**config.mk**
```make
export PLATFORM = sky130hd
export DESIGN_NAME = flash_stat_resp
export DESIGN_NICKNAME = d
export VERILOG_FILES = /design/src/rtl/flash_stat_resp.sv
export SDC_FILE = /design/constraint.sdc
export NUM_CORES = 1
export LEC_CHECK = 0
export BUFFER_PORTS_ARGS = -buffer_cell sky130_fd_sc_hd__buf_2
export CAP_MARGIN = 20
export CORE_ASPECT_RATIO = 0.8
export CORE_MARGIN = 2
export CORE_UTILIZATION = 45
export CTS_CLUSTER_SIZE = 25
export DETAILED_ROUTE_END_ITERATION = 12
export PLACE_DENSITY = 0.63
export SETUP_SLACK_MARGIN = 0.3
export SLEW_MARGIN = 20
export SYNTH_ARGS = -nofsm -noshare
export SYNTH_HDL_FRONTEND = slang
export SYNTH_SLANG_ARGS = --single-unit
```
**constraint.sdc**
```tcl
create_clock -name clk -period 3.6 [get_ports clk]
set_input_delay 0.54 -clock clk [delete_from_list [all_inputs] [get_ports clk]]
set_output_delay 0.54 -clock clk [all_outputs]
set_load 0.02 [all_outputs]
```
**src/rtl/flash_stat_resp.sv**
```systemverilog
module flash_stat_resp #(
  parameter int SECT_W         = 2,
  parameter int WORD_W         = 2,
  parameter int DW             = 8,
  parameter int PROG_CYC       = 12,
  parameter int PROG_PROT_CYC  = 4,
  parameter int ERASE_CYC      = 40,
  parameter int ERASE_PROT_CYC = 20
) (
  input  logic                     clk,
  input  logic                     rst_n,
  input  logic                     prog_go,
  input  logic [SECT_W+WORD_W-1:0] prog_addr,
  input  logic [DW-1:0]            prog_data,
  input  logic                     erase_go,
  input  logic                     erase_chip,
  input  logic [(1<<SECT_W)-1:0]   erase_sel,
  input  logic [(1<<SECT_W)-1:0]   prot_mask,
  input  logic                     suspend_req,
  input  logic                     resume_req,
  input  logic                     fault_inj,
  input  logic [SECT_W+WORD_W-1:0] rd_addr,
  output logic [DW-1:0]            rd_data,
  output logic                     busy
);

  localparam int AW    = SECT_W + WORD_W;
  localparam int NSECT = 1 << SECT_W;
  localparam int NWORD = 1 << AW;
  localparam int PMAX  = (PROG_CYC > PROG_PROT_CYC) ? PROG_CYC : PROG_PROT_CYC;
  localparam int EMAX  = (ERASE_CYC > ERASE_PROT_CYC) ? ERASE_CYC : ERASE_PROT_CYC;
  localparam int CMAX  = (PMAX > EMAX) ? PMAX : EMAX;
  localparam int CW    = $clog2(CMAX + 1);

  typedef enum logic [2:0] {
    S_IDLE, S_PROG, S_PFAKE, S_ERASE, S_EFAKE, S_SUSP, S_SPROG, S_SPFAKE
  } st_t;

  st_t              st;
  logic [CW-1:0]    pcnt, ecnt;
  logic [AW-1:0]    paddr;
  logic [DW-1:0]    pdata;
  logic [NSECT-1:0] emask, vmask;
  logic [DW-1:0]    mem [NWORD];

  logic [SECT_W-1:0] psect, rsect;
  logic [NSECT-1:0]  eall, eeff;
  logic              pprot, prog_st, susp_st;

  assign psect   = prog_addr[AW-1:WORD_W];
  assign rsect   = rd_addr[AW-1:WORD_W];
  assign eall    = erase_chip ? '1 : erase_sel;
  assign eeff    = eall & ~prot_mask;
  assign pprot   = prot_mask[psect];
  assign prog_st = st inside {S_PROG, S_PFAKE, S_SPROG, S_SPFAKE};
  assign susp_st = st inside {S_SUSP, S_SPROG, S_SPFAKE};
  assign busy    = st inside {S_PROG, S_PFAKE, S_ERASE, S_EFAKE, S_SPROG, S_SPFAKE};

  always_ff @(posedge clk) begin
    if (!rst_n) begin
      st    <= S_IDLE;
      pcnt  <= '0;
      ecnt  <= '0;
      paddr <= '0;
      pdata <= '0;
      emask <= '0;
      vmask <= '0;
      for (int w = 0; w < NWORD; w++) mem[w[AW-1:0]] <= '1;
    end else begin
      case (st)
        S_IDLE: begin
          if (prog_go) begin
            paddr <= prog_addr;
            pdata <= prog_data;
            pcnt  <= pprot ? CW'(PROG_PROT_CYC) : CW'(PROG_CYC);
            st    <= pprot ? S_PFAKE : S_PROG;
          end else if (erase_go && (erase_chip || |erase_sel)) begin
            emask <= eeff;
            vmask <= erase_chip ? ((|eeff) ? ~prot_mask : '1) : erase_sel;
            ecnt  <= (|eeff) ? CW'(ERASE_CYC) : CW'(ERASE_PROT_CYC);
            st    <= (|eeff) ? S_ERASE : S_EFAKE;
          end
        end
        S_PROG, S_SPROG: begin
          if (pcnt == CW'(1)) begin
            mem[paddr] <= mem[paddr] & pdata;
            st <= (st == S_SPROG) ? S_SUSP : S_IDLE;
          end else begin
            pcnt <= pcnt - CW'(1);
          end
        end
        S_PFAKE, S_SPFAKE: begin
          if (pcnt == CW'(1)) st <= (st == S_SPFAKE) ? S_SUSP : S_IDLE;
          else                pcnt <= pcnt - CW'(1);
        end
        S_ERASE: begin
          if (suspend_req) begin
            st <= S_SUSP;
          end else if (ecnt == CW'(1)) begin
            for (int w = 0; w < NWORD; w++)
              if (emask[w[AW-1:WORD_W]]) mem[w[AW-1:0]] <= '1;
            st <= S_IDLE;
          end else begin
            ecnt <= ecnt - CW'(1);
          end
        end
        S_EFAKE: begin
          if (ecnt == CW'(1)) st <= S_IDLE;
          else                ecnt <= ecnt - CW'(1);
        end
        S_SUSP: begin
          if (resume_req) begin
            st <= S_ERASE;
          end else if (prog_go) begin
            paddr <= prog_addr;
            pdata <= prog_data;
            pcnt  <= (pprot || emask[psect]) ? CW'(PROG_PROT_CYC) : CW'(PROG_CYC);
            st    <= (pprot || emask[psect]) ? S_SPFAKE : S_SPROG;
          end
        end
        default: st <= S_IDLE;
      endcase
    end
  end

  logic [DW-1:0] sbyte;
  always_comb begin
    sbyte = '0;
    sbyte[DW-3] = fault_inj & busy;
    rd_data = mem[rd_addr];
    if (prog_st && rd_addr == paddr) begin
      rd_data = sbyte;
      rd_data[DW-1] = ~pdata[DW-1];
    end else if (susp_st && vmask[rsect]) begin
      rd_data = sbyte;
      rd_data[DW-1] = 1'b1;
    end else if ((st == S_ERASE || st == S_EFAKE) && vmask[rsect]) begin
      rd_data = sbyte;
    end
  end

  p_prog_inv_r2: assert property (@(posedge clk) disable iff (!rst_n)
    (st == S_PROG && rd_addr == paddr) |-> (rd_data[DW-1] != pdata[DW-1]));

  p_prog_count_r2: assert property (@(posedge clk) disable iff (!rst_n)
    (st == S_PROG && pcnt > CW'(1)) |=> (st == S_PROG && pcnt == $past(pcnt) - CW'(1)));

  p_erase_zero_r4: assert property (@(posedge clk) disable iff (!rst_n)
    (st == S_ERASE && vmask[rsect]) |-> !rd_data[DW-1]);

  p_susp_one_r7: assert property (@(posedge clk) disable iff (!rst_n)
    (st == S_SUSP && vmask[rsect]) |-> (rd_data[DW-1] && !busy));

  p_susp_freeze_r7: assert property (@(posedge clk) disable iff (!rst_n)
    (st == S_SUSP) |=> $stable(ecnt));

  p_fault_bit_r9: assert property (@(posedge clk) disable iff (!rst_n)
    (st == S_PROG && rd_addr == paddr) |-> (rd_data[DW-3] == fault_inj));

  p_busy_hold_r10: assert property (@(posedge clk) disable iff (!rst_n)
    (st == S_PROG && pcnt > CW'(1)) |=> $stable(paddr) && $stable(pdata));

endmodule

```
==> impl_metrics.py, run 1 <==
metrics = {
    "run_status": {
        "outcome": "completed",
    },
    "layout": {
        "fin_nets": 780,
        "n_fill_cell": 1697,
        "final_util_pct": 51.18,
        "final_cells": 1021,
        "diodes": 0,
        "drive_above_1_share_pct": 24.57,
        "area.growth.synth_to_final_pct": 11.42,
    },
    "floorplanning": {
        "dieArea_um2": 21370,
        "rows": 46,
        "core_region_area_um2": 19800,
        "fp.dieH_um": 131.2,
        "io_pins": 41,
        "die_w_um": 162.9,
        "start_util_pct": 45.94,
    },
    "timing": {
        "slew_headroom_pct": 34.33,
        "holdWs_ns": 0.3712,
        "slew_violations": 0,
        "min_period_over_period_pct": 87.50,
        "setup_viol": 0,
        "finalSetupTns_ns": 0,
        "rsz0062_at_grt": "false",
        "maxClockFrequency_ghz": 0.3175,
        "clock_skew_ns": 0.008881,
        "final_hold_viol_count": 0,
        "worst_slew_pin_slew_ns": 0.9850,
        "fin_crit_ns": 3.150,
    },
    "critical_path": {
        "reg2regPathDepth": 6,
        "crit_family": "buffers and inverters",
        "crit_path_end_kind": "primary output",
        "crit_cells": 7,
        "critical_path.startpoint": "rd_addr[3]",
        "critical_path_buf_inv_count": 3,
        "rr_startpoint": "pcnt[2]",
        "r2r-end": "mem[2][2]",
        "path_max_fanout": 19,
        "cp-start-kind": "input pin",
        "cp_slowest_cell": "mux4_2",
        "cp.arrival_ns": 2.61,
        "worstPathRequired_ns": 3.06,
        "crit_top_cell": "buf_2",
        "critPathKind": "input pin to primary output",
        "critPathMaxStageDelay_ns": 0.42,
        "path_cells": "buf_2 > mux4_2 > nor3b_1 > o31ai_1 > buf_4 > a211oi_1 > buf_2",
        "regToRegSetupSlack_ns": 0.77,
    },
    "detailed_routing": {
        "via_per_inst": 6.057,
        "vias": 6184,
        "antenna_left": 0,
        "drt-total-wl_um": 22670,
        "dr.first_iter.drc_count": 675,
        "wire_per_inst_um": 22.20,
        "dr.pass1.iters": 5,
        "drc": 0,
    },
    "synthesis": {
        "async_flop_share_pct": 0,
        "synth_nets": 738,
        "synth-main-ff-cell": "edfxtp_1",
        "synth_seq_area_share_pct": 50.85,
        "synth_edf_count": 128,
        "netlist_area_um2": 9095,
        "ys_ff_latch": 167,
        "ys_warn_count": 0,
        "avgSynthCellArea_um2": 12.96,
        "synth_cells": 702,
        "ys_types": 72,
    },
    "power": {
        "peakVddDrop_mv": 0.3219,
        "leakagePower_uw": 0.002776,
        "powerDensity_nw_per_um2": 515.1,
    },
    "placed_design": {
        "gp_congestion": 0.8917,
        "hpwl_um": 16720,
        "numPortBuffers": 40,
        "dp_cells": 989,
    },
    "worst_hold_path": {
        "hold_path_depth": 3,
        "hp-class": "input pin to flop",
        "hold_path_startpoint": "prog_data[6]",
        "hold-path-endpoint": "pdata[6]",
    },
    "grt": {
        "grtUsageTotal_pct": 22.26,
        "gr-total-overflow": 0,
        "grt_max_degree": 39,
        "grt_pass1_vias": 6037,
        "antenna_found_initial": 0,
        "grt_pass1_wl_um": 35720,
    },
    "cts": {
        "clk_pin_slew_worst_paths_ns": 0.07,
        "cts_buffer_depth": 2,
        "cts_resized": 0,
        "insertion_delay_ns": 0.43,
        "cts.root.buffer_cell": "clkbuf_16",
        "tritoncts": "done",
        "numClockSinks": 167,
        "cts_hold_buf": 0,
        "htreeDepth": 4,
        "cts-buffers-inserted": 17,
        "post-cts-setup-buffer-count": 0,
    },
    "job": {
        "drv_cap": 0,
    },
}
how the worst max path moves through the flow:
stage          slack, ns    endpoint
6_report            0.45  rd_data[3]
5_1_grt             0.39  rd_data[3]
4_1_cts             0.54  rd_data[3]
3_5_place_dp        0.54  rd_data[3]
3_3_place_gp        0.58  rd_data[3]
2_1_floorplan       0.78  rd_data[0]
Yosys cell counts (all sizes together) (8+ instances only):
library cell  count  area share [%]
a21oi            10            0.55
nor2             27             1.1
buf              34             3.3
a211oi           14             1.2
inv               8            0.33
edfxtp          128              42
o21ai            28             1.5
clkbuf           13            0.54
nor3             14             1.1
a21boi           16             1.3
nor2b            27             1.9
mux4             73              19
mux2i            24             2.6
dfxtp            39             8.6
nand2           161             7.3
worst min-delay path, cell delays in order:
cell and delay (ns):
buf_2 0.08, mux2i_1 0.05, nor2b_1 0.09
per-stage QoR:
stage	worst slack, ns	power (uW)	area [um^2]
after CTS	0.5381	5239	10130
after global routing	0.3922	5454	10130
after floorplan	0.7788	3113	9095
final	0.4501	5220	10130
after detailed placement	0.5358	3376	9529
after global placement	0.5829	3335	9529
placed cells by master, fill, tap and decap left out, drive strengths merged, types with 5 or more instances in the layout:
cell    count
a211oi     14
xor2        7
clkbuf     19
nand2     161
nand3       5
dfxtp      39
edfxtp    128
o21ai      28
mux2i      24
nor2       27
nor2b      27
mux4       73
inv        11
buf        70
a21boi     16
a21oi      10
nor3       14
clkinv      5
registers in the layout, indices dropped and copies added (netlist names), named ones only:
name	cells
mem	128
pdata	8
ecnt	6
pcnt	6
emask	4
paddr	4
vmask	4
st	3
area by class of cell:
| cell class | count | area [um^2] | area share [%] |
|---|---|---|---|
| multi-input cells | 480 | 4093 | 40.39 |
| inverters | 8 | 30.03 | 0.2963 |
| clock inverters | 13 | 171.4 | 1.692 |
| flip-flops and latches | 167 | 4626 | 45.65 |
| clock buffers | 19 | 432.9 | 4.272 |
| well taps | 264 | 330.3 | 3.260 |
| repair buffers | 70 | 450.4 | 4.445 |
where the power goes:
part	internal (uW)	leakage (uW)	switching [uW]	total, uW
Clock	1100	0.000289	772	1870
Sequential	2160	0.00119	130	2290
Combinational	418	0.00130	643	1060
logic make-up (layout without fill, tap and decap cells):
| logic type | after synthesis | in the layout | share of synthesized area, % |
|---|---|---|---|
| buffers and inverters | 55 | 110 | 4.155 |
| XOR/XNOR | 9 | 9 | 0.8667 |
| flip-flops | 167 | 167 | 50.85 |
| adder cells (fa/ha/maj) | 4 | 4 | 0.5503 |
| AO/OA/AOI/OAI | 99 | 99 | 7.443 |
| multiplexers | 99 | 99 | 21.45 |
| AND/OR/NAND/NOR | 269 | 269 | 14.69 |
routing by layer:
layer / track usage (%) / routed length [um] / up-vias
met2: 32.65 / 10250 / 318
li1: - / - / 2762
met1: 32.67 / 10030 / 3082
met5: 0 / 0 / -
met3: 6.818 / 2175 / 22
met4: 4.916 / 214 / 0
Power figures use the tool's default switching activity.
==> run 2, diff against run 1 <==
- CTS_BUF_LIST: not set -> sky130_fd_sc_hd__clkbuf_8
==> impl_metrics.py, run 2 (synthesis results as in run 1) <==
metrics = {
    "run_status": {
        "outcome": "completed",
    },
    "floorplanning": {
        "dieArea_um2": 21370,
        "die_w_um": 162.9,
        "start_util_pct": 45.94,
        "rows": 46,
        "io_pins": 41,
        "fp.dieH_um": 131.2,
        "core_region_area_um2": 19800,
    },
    "layout": {
        "drive_above_1_share_pct": 24.57,
        "final_common_cell": "nand2_1",
        "largest_register": "mem",
        "reg_top3": "mem: 128 flops, pdata: 8 flops",
        "largest_reg_flops": 128,
        "diodes": 0,
        "fin_nets": 780,
        "mostFrequentLayoutCells": "153 x nand2_1, 128 x edfxtp_1, 61 x mux4_2, 40 x buf_2, 38 x dfxtp_1",
        "area.growth.synth_to_final_pct": 9.314,
    },
    "critical_path": {
        "rr_startpoint": "pcnt[2]",
        "critical_path.startpoint": "vmask[3]",
        "cp_slowest_cell": "mux4_2",
        "cp-start-kind": "flop",
        "worstPathRequired_ns": 3.06,
        "cp-endpoint": "rd_data[3]",
        "critPathMaxStageDelay_ns": 0.52,
        "r2r-end": "mem[2][2]",
        "path_max_fanout": 7,
        "crit_path_end_kind": "primary output",
        "reg2regPathDepth": 6,
        "critPathKind": "flop to primary output",
        "cp.arrival_ns": 2.59,
        "regToRegSetupSlack_ns": 0.76,
        "path_cells": "mux4_2 > nor3b_1 > o31ai_1 > buf_4 > a211oi_1 > buf_2",
    },
    "placed_design": {
        "numPortBuffers": 40,
        "gp_congestion": 0.8917,
        "hpwl_um": 16720,
    },
    "cts": {
        "cts.root.buffer_cell": "clkbuf_8",
        "post-cts-setup-buffer-count": 0,
        "cts_hold_buf": 0,
        "tritoncts": "done",
        "insertion_delay_ns": 0.47,
        "cts_resized": 0,
        "clk_pin_slew_worst_paths_ns": 0.09,
        "cts_buffer_depth": 2,
        "htreeDepth": 4,
        "cts-buffers-inserted": 17,
        "numClockSinks": 167,
    },
    "grt": {
        "grt_pass1_wl_um": 35400,
        "antenna_found_initial": 0,
        "grt_pass1_vias": 6022,
        "grtUsageTotal_pct": 22.07,
        "grt_max_degree": 39,
        "gr-total-overflow": 0,
    },
    "detailed_routing": {
        "drc": 0,
        "antenna_left": 0,
        "vias": 6171,
        "dr.pass1.iters": 6,
        "drt-total-wl_um": 22460,
        "via_per_inst": 6.044,
        "wire_per_inst_um": 22.00,
        "dr.first_iter.drc_count": 722,
    },
    "power": {
        "peakVddDrop_mv": 0.2301,
        "leakagePower_uw": 0.002697,
        "finalPower_uw": 4750,
        "powerDensity_nw_per_um2": 477.7,
    },
    "timing": {
        "final_hold_viol_count": 0,
        "maxClockFrequency_ghz": 0.3197,
        "setup_viol": 0,
        "slew_headroom_pct": 33.60,
        "slew_violations": 0,
        "rsz0062_at_grt": "false",
        "clock_skew_ns": 0.01476,
        "min_period_over_period_pct": 86.89,
        "finalSetupTns_ns": 0,
        "worst_slew_pin_slew_ns": 0.9961,
        "fin_crit_ns": 3.128,
    },
    "worst_hold_path": {
        "hold_path_depth": 3,
        "hp-class": "input pin to flop",
    },
    "job": {
        "drv_cap": 0,
    },
}
[run 2: cell types whose count changed in the layout (fill, tap and decap cells not counted), sizes merged]
cell | previous run | this run
inv | 11 | 13
clkbuf | 19 | 17
[run 2: stage by stage]
stage | utilization (%) | setup slack (ns) | area [um^2] | instances | hold slack, ns
after floorplan | - | 0.7788 | 9095 | 702 | 0.4319
after global placement | 48.13 | 0.5829 | 9529 | 989 | 0.4474
after detailed placement | 48.13 | 0.5358 | 9529 | 989 | 0.4571
after CTS | 50.21 | 0.4882 | 9942 | 1021 | 0.3082
after global routing | 50.21 | 0.3400 | 9942 | 1021 | 0.3279
final | 50.21 | 0.4718 | 9942 | 1021 | 0.3254
[run 2: report_power, final]
group	switching, uW	internal [uW]
combinational	640	417
clock	719	689
sequential	130	2150
total	1490	3260
[run 2: metal layers]
metal | track usage, % | up-vias | share of wire [%] | routed length, um
met1 | 33.35 | 3081 | 45 | 10020
met4 | 5.605 | 0 | 1.2 | 273
met3 | 5.271 | 22 | 9.2 | 2058
met2 | 32.09 | 305 | 45 | 10110
li1 | - | 2763 | - | -
met5 | 0 | - | 0 | 0
[run 2: layout make-up]
type	count	area [um^2]
clock inverters	15	178.9
repair buffers	70	450.4
multi-input cells	480	4093
flip-flops and latches	167	4626
inverters	8	30.03
well taps	264	330.3
fillers	1703	9857
clock buffers	17	234.0
[run 2: worst max-delay path, delay by kind of cell (launching register included)]
family / cells / cell delay, ns
flip-flops: 1 / 0.33
AO/OA/AOI/OAI: 2 / 0.50
AND/OR/NAND/NOR: 1 / 0.34
multiplexers: 1 / 0.52
buffers and inverters: 2 / 0.43
[run 2: worst min-delay path by stage]
stage	startpoint	end
CTS	prog_data[7]	pdata[7]
floorplan	vmask[2]	vmask[2]
global route	prog_data[3]	pdata[3]
global placement	vmask[3]	vmask[3]
detailed placement	vmask[2]	vmask[2]
finish	prog_data[6]	pdata[6]
